## src/rtl/mdio_pkg.sv

```systemverilog
`timescale 1ns/1ps
package mdio_pkg;
  localparam logic [11:0] OFF_CMD  = 12'h3C0;
  localparam logic [11:0] OFF_DATA = 12'h3C4;
  localparam logic [11:0] OFF_STAT = 12'h3D0;
  localparam int BUSY_BIT = 20;
  localparam int RD_BIT   = 17;
  localparam int WR_BIT   = 16;

  typedef enum logic [1:0] {
    OP_WRITE = 2'b01,
    OP_READ  = 2'b10
  } mdio_op_e;

  typedef struct packed {
    mdio_op_e    op;
    logic [4:0]  phy;
    logic [4:0]  regn;
    logic [15:0] wdata;
  } mdio_req_t;
endpackage

```

## src/rtl/mdio_clkgen.sv

```systemverilog
`timescale 1ns/1ps
module mdio_clkgen #(
  parameter int DIV_HALF = 10
) (
  input  logic clk,
  input  logic rst_n,
  input  logic run,
  output logic mdc,
  output logic rise_tick,
  output logic fall_tick
);
  localparam int CW = $clog2(DIV_HALF + 1);
  localparam logic [CW-1:0] LAST_CNT = CW'(DIV_HALF - 1);

  logic [CW-1:0] cnt;
  logic          term;

  assign term      = run && (cnt == LAST_CNT);
  assign rise_tick = term && !mdc;
  assign fall_tick = term && mdc;

  always_ff @(posedge clk or negedge rst_n) begin
    if (!rst_n) begin
      cnt <= '0;
      mdc <= 1'b0;
    end else if (!run) begin
      cnt <= '0;
      mdc <= 1'b0;
    end else if (term) begin
      cnt <= '0;
      mdc <= !mdc;
    end else begin
      cnt <= cnt + 1'b1;
    end
  end

  AST_MDC_IDLE_LOW: assert property (@(posedge clk) disable iff (!rst_n)
    !run |=> !mdc);
endmodule

```

## src/rtl/mdio_frame.sv

```systemverilog
`timescale 1ns/1ps
module mdio_frame
  import mdio_pkg::*;
#(
  parameter int PRE_LEN = 32
) (
  input  logic        clk,
  input  logic        rst_n,
  input  logic        start,
  input  mdio_req_t   req,
  input  logic        rise_tick,
  input  logic        fall_tick,
  input  logic        mdio_i,
  output logic        run,
  output logic        mdio_o,
  output logic        mdio_oe,
  output logic        done,
  output logic [15:0] rx_data,
  output logic        ta_ok
);
  localparam int FRAME_BITS = PRE_LEN + 32;
  localparam int IW         = $clog2(FRAME_BITS);
  localparam logic [IW-1:0] TA_FIRST   = IW'(PRE_LEN + 14);
  localparam logic [IW-1:0] TA_SECOND  = IW'(PRE_LEN + 15);
  localparam logic [IW-1:0] DATA_FIRST = IW'(PRE_LEN + 16);
  localparam logic [IW-1:0] LAST_BIT   = IW'(FRAME_BITS - 1);

  logic [FRAME_BITS-1:0] tx_sh;
  logic [IW-1:0]         bit_idx;
  logic                  is_read;
  logic                  req_read;

  assign req_read = (req.op == OP_READ);
  assign mdio_o   = tx_sh[FRAME_BITS-1];
  assign mdio_oe  = run && (!is_read || (bit_idx < TA_FIRST));
  assign done     = run && fall_tick && (bit_idx == LAST_BIT);

  always_ff @(posedge clk or negedge rst_n) begin
    if (!rst_n) begin
      run     <= 1'b0;
      tx_sh   <= '0;
      bit_idx <= '0;
      is_read <= 1'b0;
      rx_data <= '0;
      ta_ok   <= 1'b0;
    end else if (start && !run) begin
      run     <= 1'b1;
      bit_idx <= '0;
      is_read <= req_read;
      ta_ok   <= 1'b0;
      tx_sh   <= {{PRE_LEN{1'b1}}, 2'b01, req.op, req.phy, req.regn,
                  (req_read ? 2'b11 : 2'b10),
                  (req_read ? 16'hFFFF : req.wdata)};
    end else if (run) begin
      if (rise_tick && is_read) begin
        if (bit_idx == TA_SECOND)
          ta_ok <= !mdio_i;
        if (bit_idx >= DATA_FIRST)
          rx_data <= {rx_data[14:0], mdio_i};
      end
      if (fall_tick) begin
        if (bit_idx == LAST_BIT) begin
          run <= 1'b0;
        end else begin
          bit_idx <= bit_idx + 1'b1;
          tx_sh   <= {tx_sh[FRAME_BITS-2:0], 1'b0};
        end
      end
    end
  end

  AST_READ_RELEASE: assert property (@(posedge clk) disable iff (!rst_n)
    (run && is_read && fall_tick && bit_idx == TA_FIRST - 1'b1) |=> !mdio_oe);
  AST_DONE_STOPS: assert property (@(posedge clk) disable iff (!rst_n)
    done |=> (!run && !mdio_oe));
endmodule

```

## src/rtl/mdio_regfile.sv

```systemverilog
`timescale 1ns/1ps
module mdio_regfile
  import mdio_pkg::*;
#(
  parameter int ADDR_W = 12
) (
  input  logic              clk,
  input  logic              rst_n,
  input  logic [ADDR_W-1:0] bus_addr,
  input  logic              bus_wr,
  input  logic [31:0]       bus_wdata,
  output logic [31:0]       bus_rdata,
  input  logic              done,
  input  logic [15:0]       rx_data,
  input  logic              ta_ok,
  output logic              start,
  output mdio_req_t         req
);
  logic        busy, cmd_rd, cmd_wr, invalid;
  logic [4:0]  cmd_phy, cmd_reg;
  logic [15:0] wr_val, rd_val;
  logic        sel_cmd, sel_data, sel_stat;

  assign sel_cmd  = (bus_addr == ADDR_W'(OFF_CMD));
  assign sel_data = (bus_addr == ADDR_W'(OFF_DATA));
  assign sel_stat = (bus_addr == ADDR_W'(OFF_STAT));

  assign start = bus_wr && sel_cmd && !busy && bus_wdata[BUSY_BIT] &&
                 (bus_wdata[RD_BIT] || bus_wdata[WR_BIT]);

  assign req.op    = bus_wdata[RD_BIT] ? OP_READ : OP_WRITE;
  assign req.phy   = bus_wdata[12:8];
  assign req.regn  = bus_wdata[4:0];
  assign req.wdata = wr_val;

  always_ff @(posedge clk or negedge rst_n) begin
    if (!rst_n) begin
      busy    <= 1'b0;
      cmd_rd  <= 1'b0;
      cmd_wr  <= 1'b0;
      cmd_phy <= '0;
      cmd_reg <= '0;
      wr_val  <= '0;
      rd_val  <= '0;
      invalid <= 1'b0;
    end else begin
      if (start) begin
        busy    <= 1'b1;
        cmd_rd  <= bus_wdata[RD_BIT];
        cmd_wr  <= !bus_wdata[RD_BIT];
        cmd_phy <= bus_wdata[12:8];
        cmd_reg <= bus_wdata[4:0];
      end else if (done) begin
        busy <= 1'b0;
        if (cmd_rd) begin
          rd_val  <= rx_data;
          invalid <= !ta_ok;
        end
      end
      if (bus_wr && sel_data)
        wr_val <= bus_wdata[15:0];
    end
  end

  always_comb begin
    bus_rdata = '0;
    if (sel_cmd) begin
      bus_rdata[BUSY_BIT] = busy;
      bus_rdata[RD_BIT]   = cmd_rd;
      bus_rdata[WR_BIT]   = cmd_wr;
      bus_rdata[12:8]     = cmd_phy;
      bus_rdata[4:0]      = cmd_reg;
    end else if (sel_data) begin
      bus_rdata = {rd_val, wr_val};
    end else if (sel_stat) begin
      bus_rdata[0] = invalid;
    end
  end

  AST_BUSY_DROPS: assert property (@(posedge clk) disable iff (!rst_n)
    done |=> !busy);
  AST_DONE_WHEN_BUSY: assert property (@(posedge clk) disable iff (!rst_n)
    done |-> busy);
  AST_IGNORE_WHILE_BUSY: assert property (@(posedge clk) disable iff (!rst_n)
    (busy && !done && bus_wr && sel_cmd) |=>
      (busy && $stable(cmd_phy) && $stable(cmd_reg) && $stable(cmd_rd)));
endmodule

```

## src/rtl/mdio_ctrl.sv

```systemverilog
`timescale 1ns/1ps
module mdio_ctrl
  import mdio_pkg::*;
#(
  parameter int ADDR_W   = 12,
  parameter int DIV_HALF = 10,
  parameter int PRE_LEN  = 32
) (
  input  logic              clk,
  input  logic              rst_n,
  input  logic [ADDR_W-1:0] bus_addr,
  input  logic              bus_wr,
  input  logic [31:0]       bus_wdata,
  output logic [31:0]       bus_rdata,
  output logic              mdc,
  output logic              mdio_o,
  output logic              mdio_oe,
  input  logic              mdio_i
);
  logic        start, run, done, ta_ok, rise_tick, fall_tick;
  logic [15:0] rx_data;
  mdio_req_t   req;

  mdio_regfile #(.ADDR_W(ADDR_W)) u_regs (
    .clk(clk), .rst_n(rst_n), .bus_addr(bus_addr), .bus_wr(bus_wr),
    .bus_wdata(bus_wdata), .bus_rdata(bus_rdata), .done(done),
    .rx_data(rx_data), .ta_ok(ta_ok), .start(start), .req(req)
  );

  mdio_clkgen #(.DIV_HALF(DIV_HALF)) u_clk (
    .clk(clk), .rst_n(rst_n), .run(run), .mdc(mdc),
    .rise_tick(rise_tick), .fall_tick(fall_tick)
  );

  mdio_frame #(.PRE_LEN(PRE_LEN)) u_frame (
    .clk(clk), .rst_n(rst_n), .start(start), .req(req),
    .rise_tick(rise_tick), .fall_tick(fall_tick), .mdio_i(mdio_i),
    .run(run), .mdio_o(mdio_o), .mdio_oe(mdio_oe), .done(done),
    .rx_data(rx_data), .ta_ok(ta_ok)
  );

  AST_HOLD_WHILE_MDC_HIGH: assert property (@(posedge clk) disable iff (!rst_n)
    mdc |-> ($stable(mdio_o) && $stable(mdio_oe)));
endmodule

```

## config.mk

```make
export PLATFORM = sky130hd
export DESIGN_NAME = mdio_ctrl
export DESIGN_NICKNAME = d
export VERILOG_FILES = /design/src/rtl/mdio_pkg.sv /design/src/rtl/mdio_clkgen.sv /design/src/rtl/mdio_frame.sv /design/src/rtl/mdio_regfile.sv /design/src/rtl/mdio_ctrl.sv
export SDC_FILE = /design/constraint.sdc
export NUM_CORES = 1
export LEC_CHECK = 0
export CAP_MARGIN = 20
export CORE_ASPECT_RATIO = 0.75
export CORE_MARGIN = 2
export CORE_UTILIZATION = 40
export DETAILED_ROUTE_END_ITERATION = 16
export DONT_BUFFER_PORTS = 1
export SYNTH_ARGS = -nofsm -noshare
export SYNTH_HDL_FRONTEND = slang
export SYNTH_SLANG_ARGS = --single-unit
```

## constraint.sdc

```tcl
create_clock -name clk -period 2.6 [get_ports clk]
set_clock_uncertainty 0.05 [all_clocks]
set_input_delay 0.13 -clock clk [delete_from_list [all_inputs] [get_ports clk]]
set_output_delay 0.13 -clock clk [all_outputs]
set_load 0.05 [all_outputs]
```

# Word-level counts from Yosys, hierarchy flattened
# Index checks and enable logic that the tools add are counted.
[word_totals]
reg_bits = 140
latchBits = 0
ram_bits = 0
rom_bits = 0
output_inout_bits = 35
memories = 0
[op_classes]
n_addsub = 2
mul = 0
n_div = 0
order_cmp = 2
eq_ne = 9
shifts = 0
muxes = 36
bitwise_logic = 2
n_reduce_logical = 31
[op_table]
columns = ["op", "count"]
rows = [
  ["64-bit two-way mux", 4],
  ["12-bit by 10-bit == test with 1-bit output, second input constant", 3],
  ["31-bit two-way mux", 1],
  ["6-bit two-way mux", 4],
  ["1-bit two-way mux", 16],
  ["16-bit two-way mux", 1],
  ["1-bit logical AND", 13],
  ["6-bit == test, second input constant", 2],
  ["11-bit two-way mux", 1],
  ["5-bit two-way mux", 2],
  ["2-bit nonzero test", 5],
  ["3-bit AND reduction", 3],
  ["4-bit two-way mux", 2],
  ["1-bit logical NOT", 7],
  ["6-bit by 1-bit adder with 6-bit output, second input constant", 1],
  ["6-bit greater-or-equal comparator, second input constant", 1],
  ["6-bit < comparator, second input constant", 1],
  ["2-bit two-way mux", 3],
  ["3-bit two-way mux", 2],
  ["4-bit by 1-bit adder with 4-bit output, second input constant", 1],
  ["4-bit == test, second input constant", 1],
  ["4-bit AND reduction", 1],
  ["2-bit == test, second input constant", 1],
  ["1-bit logical OR", 2],
  ["3 further kinds", 4],
]

# Logic depth before layout (Yosys ltp)
[logic_depth]
ltp_word = 8
depth_mapped = 8
ltp_nobuf = 6

# By module
# A second synthesis with hierarchy kept.
[unflattened]
cells_unflattened = 585
area_unflattened_um2 = 6170.9
[modules_own_cells]
columns = ["module", "n_inst", "cells_per_inst", "area_each_um2", "seq_area_each_um2"]
rows = [
  ["mdio_frame", 1, 397, 3732.3, 2227.1],
  ["mdio_regfile", 1, 163, 2178.3, 1151.1],
  ["mdio_clkgen", 1, 25, 260.2, 125.1],
]

# Least setup slack after synthesis
# OpenSTA, ideal clock, no wires.
[synth_path]
path_kind = "register to register"
start = "register u_clk.cnt[1]"
end = "register u_regs.rd_val[10]"
t_arrival_ns = 2.269
path_slack_ns = 0.156
stages_incl_launch_ff = 8
path_buffers = 1
path_cell_list = "dfrtp_1 > inv_1 > ha_1 > nand3b_4 > or4_4 > a311oi_4 > buf_8 > mux2_4"
[synth_between]
elab_chain_len = 6
[synth_lines]
columns = ["element", "line_no", "text"]
rows = [
  ["start: declaration", "mdio_clkgen.sv:15", "logic [CW-1:0] cnt;"],
  ["start signal: assignment", "mdio_clkgen.sv:33", "cnt <= cnt + 1'b1;"],
  ["4-bit == test", "mdio_clkgen.sv:18", "assign term = run && (cnt == LAST_CNT);"],
  ["1-bit logical AND", "mdio_clkgen.sv:18", ""],
  ["1-bit logical AND", "mdio_clkgen.sv:20", "assign fall_tick = term && mdc;"],
  ["1-bit logical AND (2 in series)", "mdio_frame.sv:36", "assign done = run && fall_tick && (bit_idx == LAST_BIT);"],
  ["3-bit AND reduction (no line)", "--", ""],
  ["end signal: assignment", "mdio_regfile.sv:56", "rd_val <= rx_data;"],
  ["end: declaration", "mdio_regfile.sv:21", "logic [15:0] wr_val, rd_val;"],
]
# Every way passes these cells.
# A chain may end at the register's enable or synchronous reset.

# Worst setup path after layout
[layout_path]
start = "register u_clk.cnt[1]"
end = "register u_regs.rd_val[11]"
# Same word-level chain as after synthesis.

==> qor.txt <==
Clock Pin Slew Worst Setup and Hold Paths -> 0.06 ns
Worst Setup Start Kind -> flop
Die extent in x -> 147.6 um
Initial DRC Count -> 320
DP HPWL -> 8453 um
Yosys reg bits -> 140
IO Count -> 83
Layout area overhead -> 26.86%
Sequential share of the synthesized area -> 56.63%
First-pass GRT wire length -> 23180 um
Most frequent cells in the layout -> dfrtp_1 (140), nand2_1 (85), mux2_2 (48), nand3_1 (37), buf_12 (32)
Final Hold Viols -> 140
Longest Clk Path Bufs -> 2
Setup Buffers After CTS -> 0
CTS H-tree depth -> 4
Hold_buf cts -> 18
Vias per cell -> 5.269
Largest Register -> u_frame.tx_sh
# clock sinks -> 140
Unique cell type count in the Yosys netlist -> 51
Leak -> 3.689 nW
Initial antenna violation count -> 0
Initial cell density of the core -> 40.76%
Crit Path Category -> reg2reg
Hold WS -> -0.6496 ns
Die area -> 0.01649 mm2
Max_slew headroom -> 48.97%
DRT Pass-1 Iters -> 4
Worst endpoint required time -> 2.85 ns
Setup-failing EPs final -> 0
CP Capture Type -> flop
Global route overflow -> 0
Arr. time, crit path -> 2.70 ns
Layout filler cell count -> 1305
RePlAce Congestion -> 0.7571
Reg2reg start -> u_clk.cnt[1]
Hold Crit Class -> in2async
Peak VDD IR -> 0.0004422 V
Most common cell after layout, fill and taps aside -> dfrtp_1
Total CTS buffers -> 17
Tmin final -> 2.451 ns
Clk Latency, worst-skew pair -> 0.42 ns
Post-DRT Antenna Nets -> 0
Row cnt -> 39
Power per Cell Area -> 595.5 mW/mm2
Placed Cells -> 755
CTS root buffer -> clkbuf_16
Die Height -> 111.7 um
PostCTS Resize Cnt -> 0
CORE AREA -> 0.01518 mm2
CP max FO -> 10
Setup slack at placement -> 0.1479 ns
MaxCap Viol Count -> 0
TritonCTS clock tree -> done
Final std cells w/o fill -> 806
Achievable Freq -> 407.9 MHz
Vias in the first global route -> 4466
Total track usage -> 17.66%
Largest net degree at the start of global routing -> 141
Synthesized area per cell -> 11.52 um2
Drt wl/cell -> 16.76 um
Fin worst setup slack -> 0.1487 ns
Setup_tns -> 0 ns
# port buffers -> 0
Final wirelength -> 13510 um
Status -> finished, violations left
Yosys warns -> 0
Syn_nets -> 588
Max reg flops -> 64
Final period utilization -> 94.28%
Final nets -> 639
DRC -> 0
RSZ-0062 raised after global routing -> no
Via count -> 4247
Setup crit start -> u_clk.cnt[1]
Failing checks -> negative hold slack
Gate Count Post-Synth -> 537
Pins Over Slew Limit -> 0
Pwr Total -> 4.673 mW
Worst-Margin Slew -> 0.7585 ns
Post-layout util -> 51.71%
Share of cells above drive strength 1 -> 25.79%
Diodes inserted -> 0
Cell area after synthesis -> 0.006186 mm2
==> Yosys cell counts, drive strengths merged <==
cell / number / share of area, %
dfrtp: 140 / 57
nand2: 85 / 5.2
mux2: 61 / 12
nand3: 39 / 3.3
clkbuf: 27 / 1.7
nor2: 26 / 1.7
a221o: 25 / 4.0
and3: 20 / 2.0
nor3: 20 / 1.6
and2: 13 / 1.3
a22o: 12 / 1.7
buf: 10 / 1.2
mux2i: 8 / 1.3
inv: 7 / 0.42
a31oi: 4 / 0.40
nor4: 4 / 0.65
o21ai: 4 / 0.32
or4: 4 / 0.61
a21oi: 3 / 0.30
ha: 3 / 0.61
o21a: 2 / 0.24
or3: 2 / 0.20
xnor2: 2 / 0.28
a21o: 1 / 0.14
a22oi: 1 / 0.12
a311oi: 1 / 0.42
and4b: 1 / 0.16
nand2b: 1 / 0.10
nand3b: 1 / 0.32
nand4: 1 / 0.10
nand4b: 1 / 0.14
o2111ai: 1 / 0.14
o211a: 1 / 0.16
o211ai: 1 / 0.12
o22a: 1 / 0.14
or2: 1 / 0.10
or4b: 1 / 0.16
or4bb: 1 / 0.18
xor2: 1 / 0.14
==> power breakdown <==
part | switching (mW) | internal [mW]
logic | 0.0301 | 0.0315
registers | 0.00301 | 2.18
clock network | 0.969 | 1.46
==> critical path, stage by stage, from the launching register on <==
cell,delay (ns)
dfrtp_1,0.40
inv_1,0.06
ha_1,0.22
nand3b_4,0.11
or4_4,0.59
a311oi_4,0.30
buf_4,0.26
mux2_2,0.35
==> layout make-up <==
cell class	instances	area (um2)	share of cell area, %
flip-flops and latches	140	3503	44.64
multi-input cells	353	2492	31.76
repair buffers	69	970.9	12.37
clock buffers	18	439.2	5.596
well taps	205	256.5	3.268
clock inverters	14	158.9	2.025
inverters	7	26.28	0.3348
==> layer usage <==
layer  track usage, %  wire length (um)  part of all wire [%]  vias up
met4            4.167                68                  0.50        0
li1                 -                 -                     -     2015
met2            26.48              6271                    46       72
met5                0                 0                     0        -
met3            5.779               670                   5.0        9
met1            25.04              6495                    48     2151
==> worst paths after layout <==
kind / end / slack [ns] / cells past startpoint
worst max-delay path: u_regs.rd_val[11] / 0.15 / 7
min in group clk: u_frame.tx_sh[6] / 0.02 / 3
max in group asynchronous: u_regs.rd_val[6] / 2.89 / 0
worst max register to register: u_regs.rd_val[11] / 0.15 / 7
worst min register to register: u_regs.invalid / 0.42 / 1
worst min-delay path: u_regs.cmd_phy[2] / -0.65 / 0
==> kinds of logic after synthesis <==
family                     after synthesis  synth area share (%)
adders and majority gates                3                0.6069
xor gates and xnor gates                 3                0.4248
DFF                                    140                 56.63
and+or+nand+nor                        221                 17.86
AOI/OAI and AO/OA                       57                 8.273
muxes                                   69                 12.95
buffers and inverters                   44                 3.256
==> metrics by stage <==
stage,instance area (um2),hold slack (ns)
2_1_floorplan,6186,-0.2156
3_5_place_dp,7054,-0.2127
6_report,7848,-0.6496
5_1_grt,7848,-0.6765
3_3_place_gp,7054,-0.2127
4_1_cts,7833,-0.6740
Power figures use the tool's default switching activity.
